===== src/rtl/susp_pkg.sv =====
package susp_pkg;

  typedef enum logic [2:0] {
    ST_ACTIVE,
    ST_ENTER,
    ST_SUSP,
    ST_WAIT,
    ST_COUNT
  } seqState_t;

  // control -> datapath strobes
  typedef struct packed {
    logic cntClr;
    logic cntEn;
    logic crcClr;
    logic awakeRel;
  } seqStrobe_t;

  // datapath -> control status
  typedef struct packed {
    logic suspS;
    logic awakeS;
    logic crcBlock;
    logic gweDone;
    logic gtsDone;
  } seqStatus_t;

endpackage


===== src/rtl/susp_dpath.sv =====
module susp_dpath
  import susp_pkg::*;
#(
  parameter int GWE_CYCLES  = 4,
  parameter int GTS_CYCLES  = 6,
  parameter int SYNC_STAGES = 2
) (
  input  logic       clk,
  input  logic       rstN,
  input  logic       suspendIn,
  input  logic       awakeSense,
  input  logic       crcErrIn,
  input  logic       pushPull,
  input  seqStrobe_t strobe,
  output seqStatus_t status,
  output logic       awakeOut,
  output logic       awakeOe
);

  localparam int LAST  = (GTS_CYCLES > GWE_CYCLES) ? GTS_CYCLES : GWE_CYCLES;
  localparam int CNT_W = $clog2(LAST + 1);
  localparam logic [CNT_W-1:0] GWE_L  = CNT_W'(GWE_CYCLES);
  localparam logic [CNT_W-1:0] GTS_L  = CNT_W'(GTS_CYCLES);
  localparam logic [CNT_W-1:0] LAST_L = CNT_W'(LAST);

  logic [SYNC_STAGES-1:0] suspPipe;
  logic [SYNC_STAGES-1:0] awakePipe;
  logic                   crcLatch;
  logic [CNT_W-1:0]       relCnt;

  // synchronizers for the asynchronous inputs
  always_ff @(posedge clk or negedge rstN) begin
    if (!rstN) begin
      suspPipe  <= '0;
      awakePipe <= '0;
    end else begin
      suspPipe  <= {suspPipe[SYNC_STAGES-2:0], suspendIn};
      awakePipe <= {awakePipe[SYNC_STAGES-2:0], awakeSense};
    end
  end

  // CRC error latch
  always_ff @(posedge clk or negedge rstN) begin
    if (!rstN)             crcLatch <= 1'b0;
    else if (strobe.crcClr) crcLatch <= 1'b0;
    else if (crcErrIn)      crcLatch <= 1'b1;
  end

  // release counter, frozen while the sensed line is low
  always_ff @(posedge clk or negedge rstN) begin
    if (!rstN)                relCnt <= '0;
    else if (strobe.cntClr)   relCnt <= '0;
    else if (strobe.cntEn && awakePipe[SYNC_STAGES-1] && relCnt != LAST_L)
      relCnt <= relCnt + 1'b1;
  end

  always_comb begin
    status.suspS    = suspPipe[SYNC_STAGES-1];
    status.awakeS   = awakePipe[SYNC_STAGES-1];
    status.crcBlock = crcLatch | (crcErrIn & ~strobe.crcClr);
    status.gweDone  = (relCnt >= GWE_L);
    status.gtsDone  = (relCnt >= GTS_L);
  end

  // AWAKE pad control
  always_comb begin
    if (pushPull) begin
      awakeOe  = 1'b1;
      awakeOut = strobe.awakeRel;
    end else begin
      awakeOe  = ~strobe.awakeRel;
      awakeOut = 1'b0;
    end
  end


  frozen_cnt_chk: assert property (@(posedge clk) disable iff (!rstN)
    (!strobe.cntClr && !awakePipe[SYNC_STAGES-1]) |=> $stable(relCnt));


  held_low_chk: assert property (@(posedge clk) disable iff (!rstN)
    !strobe.awakeRel |-> (awakeOe && !awakeOut));

endmodule


===== src/rtl/susp_ctrl.sv =====
module susp_ctrl
  import susp_pkg::*;
(
  input  logic       clk,
  input  logic       rstN,
  input  logic       reprogIn,
  input  seqStatus_t status,
  output seqStrobe_t strobe,
  output logic       gweOut,
  output logic       gtsOut,
  output logic       crcCheckEn
);

  seqState_t state, nextState;

  always_comb begin
    nextState = state;
    if (reprogIn) begin
      nextState = ST_COUNT;
    end else begin
      unique case (state)
        ST_ACTIVE: if (status.suspS) nextState = ST_ENTER;
        ST_ENTER:  nextState = ST_SUSP;
        ST_SUSP:   if (!status.suspS && !status.crcBlock) nextState = ST_WAIT;
        ST_WAIT: begin
          if (status.suspS)       nextState = ST_SUSP;
          else if (status.awakeS) nextState = ST_COUNT;
        end
        ST_COUNT: begin
          if (status.suspS) nextState = ST_ENTER;
          else if (status.gweDone && status.gtsDone) nextState = ST_ACTIVE;
        end
        default: nextState = ST_ACTIVE;
      endcase
    end
  end

  always_ff @(posedge clk or negedge rstN) begin
    if (!rstN) state <= ST_ACTIVE;
    else       state <= nextState;
  end

  always_comb begin
    strobe.cntClr   = reprogIn || (state != ST_COUNT);
    strobe.cntEn    = (state == ST_COUNT);
    strobe.crcClr   = reprogIn;
    strobe.awakeRel = (state == ST_WAIT) || (state == ST_COUNT) || (state == ST_ACTIVE);
    gweOut     = (state == ST_ACTIVE) || ((state == ST_COUNT) && status.gweDone);
    gtsOut     = !((state == ST_ACTIVE) || ((state == ST_COUNT) && status.gtsDone));
    crcCheckEn = (state == ST_ACTIVE);
  end


  gts_order_chk: assert property (@(posedge clk) disable iff (!rstN)
    !gtsOut |-> gweOut);


  blocked_exit_chk: assert property (@(posedge clk) disable iff (!rstN)
    (state == ST_SUSP && status.crcBlock && !reprogIn) |=> state == ST_SUSP);


  wake_gate_chk: assert property (@(posedge clk) disable iff (!rstN)
    (state == ST_WAIT && !status.awakeS && !status.suspS && !reprogIn) |=> state == ST_WAIT);


  reprog_chk: assert property (@(posedge clk) disable iff (!rstN)
    reprogIn |=> (state == ST_COUNT && !gweOut && gtsOut));


  crc_pause_chk: assert property (@(posedge clk) disable iff (!rstN)
    !strobe.awakeRel |-> (!crcCheckEn && !gweOut && gtsOut));

endmodule


===== src/rtl/suspend_sequencer.sv =====
module suspend_sequencer
  import susp_pkg::*;
#(
  parameter int GWE_CYCLES  = 4,
  parameter int GTS_CYCLES  = 6,
  parameter int SYNC_STAGES = 2
) (
  input  logic clk,
  input  logic rstN,
  input  logic suspendIn,
  input  logic awakeSense,
  input  logic crcErrIn,
  input  logic reprogIn,
  input  logic pushPull,
  output logic awakeOut,
  output logic awakeOe,
  output logic gweOut,
  output logic gtsOut,
  output logic crcCheckEn
);

  seqStrobe_t strobe;
  seqStatus_t status;

  susp_ctrl i_ctrl (
    .clk        (clk),
    .rstN       (rstN),
    .reprogIn   (reprogIn),
    .status     (status),
    .strobe     (strobe),
    .gweOut     (gweOut),
    .gtsOut     (gtsOut),
    .crcCheckEn (crcCheckEn)
  );

  susp_dpath #(
    .GWE_CYCLES  (GWE_CYCLES),
    .GTS_CYCLES  (GTS_CYCLES),
    .SYNC_STAGES (SYNC_STAGES)
  ) i_dpath (
    .clk        (clk),
    .rstN       (rstN),
    .suspendIn  (suspendIn),
    .awakeSense (awakeSense),
    .crcErrIn   (crcErrIn),
    .pushPull   (pushPull),
    .strobe     (strobe),
    .status     (status),
    .awakeOut   (awakeOut),
    .awakeOe    (awakeOe)
  );


  open_drain_chk: assert property (@(posedge clk) disable iff (!rstN)
    (!pushPull && crcCheckEn) |-> !awakeOe);

endmodule


===== config.mk =====
export PLATFORM = sky130hd
export DESIGN_NAME = suspend_sequencer
export DESIGN_NICKNAME = d
export VERILOG_FILES = /design/src/rtl/susp_pkg.sv /design/src/rtl/susp_dpath.sv /design/src/rtl/susp_ctrl.sv /design/src/rtl/suspend_sequencer.sv
export SDC_FILE = /design/constraint.sdc
export NUM_CORES = 1
export LEC_CHECK = 0
export BUFFER_PORTS_ARGS = -buffer_cell sky130_fd_sc_hd__buf_2
export CORE_AREA = 2 2 39 41
export CTS_CLUSTER_SIZE = 40
export DETAILED_ROUTE_END_ITERATION = 6
export DIE_AREA = 0 0 41 43
export PLACE_DENSITY = 0.73
export SYNTH_ARGS = -nofsm -noshare
export SYNTH_HDL_FRONTEND = slang
export SYNTH_HIERARCHICAL = 1
export SYNTH_SLANG_ARGS = --single-unit

===== constraint.sdc =====
create_clock -name clk -period 1.6 [get_ports clk]
set_input_delay 0.08 -clock clk [delete_from_list [all_inputs] [get_ports clk]]
set_output_delay 0.08 -clock clk [all_outputs]
set_load 0.02 [all_outputs]

==> flow_summary.json <==
{
  "grt_pass1_wl_um": 1750,
  "yosys.area_share.simple_pct": 22.4,
  "cts_setup_buffers": 0,
  "clk_pin_slew_worst_paths_ns": 0.07,
  "p_total_uw": 579,
  "worst_slack_ns": 0.125,
  "rrSetupSlack_ns": 0.13,
  "netlist_area_um2": 569,
  "cts_tree": "yes",
  "period_share_pct": 92.2,
  "max_freq_mhz": 678,
  "required_ns": 1.80,
  "clkSinkCount": 11,
  "crit_buf_inv": 1,
  "dr.first_iter.drc_count": 12,
  "n_antenna_cell": 0,
  "detail_route.vias_per_cell": 5.13,
  "io_buffers": 11,
  "dieArea_um2": 1760,
  "ys_warn_count": 6,
  "hp-start": "reprogIn",
  "grt_overflow_total": 0,
  "maxCapViolations": 0,
  "die_height_um": 43,
  "status": "completed",
  "max_stage_delay_ns": 0.44,
  "wl_per_cell_um": 11.0,
  "htreeDepth": 1,
  "postSynthCellCount": 55,
  "area_growth_pct": 18.0,
  "slew_violations": 0,
  "drive_above_1_share_pct": 30.4,
  "ys_seq_elements": 11,
  "cp_max_fo": 6,
  "final-hold-violation-count": 0,
  "final_nets": 79,
  "synth_top_family_by_area": "simple AND/OR/NAND/NOR gates",
  "place.gp.congestion": 0.708,
  "r2r_cells": 5,
  "drcViolationCount": 0,
  "dpl.hpwl_um": 708,
  "initial_core_util_pct": 41.1,
  "synth_area_per_cell_um2": 10.4,
  "fin_crit_ns": 1.47,
  "synth_fp_nets": 64,
  "dr.pass1.iters": 4,
  "cp_cell_sequence": "inv_1 -> nor3_2 -> nand2_1 -> or3_1 -> a21oi_2",
  "place_area_um2": 612,
  "vias": 436,
  "crit_slowest_cell": "dfrtp_1",
  "rows": 14,
  "synthAdderAreaFrac_pct": 4.40,
  "rr_startpoint": "i_ctrl/state[2]$_DFFE_PN0P_",
  "powerDensity_nw_per_um2": 862,
  "start_kind": "register",
  "tightest_slew_ns": 0.318,
  "fin_hold_ws_ns": 0.0363,
  "cts_buffers": 3,
  "slew-limit-headroom_pct": 78.7,
  "setup_tns_ns": 0,
  "muxShareOfSynthArea_pct": 1.76,
  "final_area_um2": 672,
  "fill_cells": 141,
  "end_kind": "register",
  "clk_latency_ns": 0.26,
  "path_class": "register to register",
  "final_cell_mix": "dfrtp_1 (11), buf_2 (11), inv_1 (4), nor2_1 (4)",
  "place_ws_ns": 0.148,
  "cpLargestDelayFamily": "simple AND/OR/NAND/NOR gates",
  "die_w_um": 41,
  "regArea_um2": 275,
  "synth_compound_area_share_pct": 14.7,
  "grt_start_max_net_pins": 12,
  "yosysSeqAreaShare_pct": 48.4,
  "cts_buffer_depth": 2,
  "antenna_left": 0,
  "worstReg2RegEnd": "i_dpath/relCnt[0]$_DFFE_PN0P_",
  "crit_arrival_ns": 1.67,
  "totalWireLength_um": 932,
  "root_buffer": "clkbuf_4",
  "ir_drop_mv": 0.394,
  "rsz0062_at_grt": "no",
  "first_global_vias": 431,
  "track_usage_pct": 14.8,
  "ioPinCount": 12,
  "skew_ns": 0.00101,
  "p_leak_uw": 0.000313,
  "multiInputGateArea_um2": 249,
  "synth_xor_area_share_pct": 0,
  "whs_path_depth": 2,
  "setup_viol": 0,
  "core_area_um2": 1380,
  "ys_types": 29,
  "worstHoldEndpoint": "i_dpath/crcLatch$_DFFE_PN0P_",
  "antenna_found_initial": 0,
  "min_path_type": "input port to register"
}
## per-layer routing
| metal | routed length (um) | global-route usage, % |
|---|---|---|
| met5 | 0 | 0 |
| met4 | 0 | 10.0 |
| met3 | 77 | 3.14 |
| met2 | 460 | 21.3 |
| met1 | 395 | 19.1 |
## synth_stat cells
master | count | area share, %
dfrtp_1 | 11 | 48
nor2_1 | 5 | 3.3
inv_1 | 4 | 2.6
a21oi_1 | 3 | 2.6
buf_4 | 3 | 4.0
nand2b_1 | 3 | 3.3
ha_1 | 2 | 4.4
nand2_1 | 2 | 1.3
nor3_1 | 2 | 1.8
a211o_1 | 1 | 1.5
a21o_1 | 1 | 1.3
a21oi_2 | 1 | 1.5
a31oi_1 | 1 | 1.1
a32oi_1 | 1 | 1.5
and2_1 | 1 | 1.1
and2_4 | 1 | 1.5
dlygate4sd3_1 | 1 | 1.8
mux2i_1 | 1 | 1.8
nand2_2 | 1 | 1.1
nand4_1 | 1 | 1.1
nor3_2 | 1 | 1.8
nor3b_1 | 1 | 1.3
nor4_1 | 1 | 1.1
nor4b_2 | 1 | 2.6
o21a_1 | 1 | 1.3
o21ai_0 | 1 | 0.88
o21bai_1 | 1 | 1.3
o32ai_1 | 1 | 1.5
or3_1 | 1 | 1.1
## cells by family (layout without fill, tap and decap cells)
kind of cell / after synthesis / after routing
DFF: 11 / 11
muxes: 1 / 1
AOI/OAI and AO/OA: 12 / 12
buffers and inverters: 8 / 22
and+or+nand+nor: 21 / 21
adders and majority gates: 2 / 2
## registers in the layout, indices dropped and copies added (netlist names)
| register | cells |
|---|---|
| i_dpath/suspPipe | 2 |
| i_dpath/awakePipe | 2 |
| i_dpath/relCnt | 3 |
| i_ctrl/state | 3 |
| i_dpath/crcLatch | 1 |
## how the worst max path moves through the flow
stage | from | end | slack (ns) | depth (start not counted)
after floorplan | i_dpath/relCnt[2]$_DFFE_PN0P_ | i_ctrl/state[2]$_DFFE_PN0P_ | 0.21 | 3
after global placement | i_ctrl/state[1]$_DFFE_PN0P_ | i_dpath/relCnt[0]$_DFFE_PN0P_ | 0.20 | 4
after detailed placement | i_ctrl/state[2]$_DFFE_PN0P_ | i_dpath/relCnt[0]$_DFFE_PN0P_ | 0.15 | 5
after CTS | i_ctrl/state[1]$_DFFE_PN0P_ | awakeOut | 0.06 | 4
after global routing | i_ctrl/state[2]$_DFFE_PN0P_ | i_dpath/relCnt[0]$_DFFE_PN0P_ | 0.00003 | 5
final | i_ctrl/state[2]$_DFFE_PN0P_ | i_dpath/relCnt[0]$_DFFE_PN0P_ | 0.13 | 5
## timing repair
action / in CTS / in global routing
gates resized for setup: 0 / 1
endpoints found under the setup margin: 0 / 2
hold endpoints to repair: 13 / 0
hold buffers: 3 / 0
## metrics by stage
step	util, %	instances
CTS	48.4	85
finish	48.6	85
global placement	44.2	78
global route	48.6	85
detailed placement	44.2	78
floorplan	-	55
## power by group
part	internal [uW]	switching [uW]	total (uW)
clock	92.4	92.8	185
sequential	290	14.6	305
combinational	38.3	50.7	89.1
## worst reg2reg max path: stages, from the launching register on
cell     delay (ns)
dfrtp_1        0.44
inv_1          0.10
nor3_2         0.26
nand2_1        0.16
or3_1          0.34
a21oi_2        0.11
## cell type report
| class | instances | area share, % |
|---|---|---|
| clock inverters | 1 | 0.745 |
| multi-input cells | 36 | 37.1 |
| clock buffers | 3 | 3.35 |
| flip-flops and latches | 11 | 41.0 |
| inverters | 4 | 2.23 |
| well taps | 16 | 2.98 |
| repair buffers | 14 | 12.7 |
Note: power is estimated with default switching activity, not from simulation.
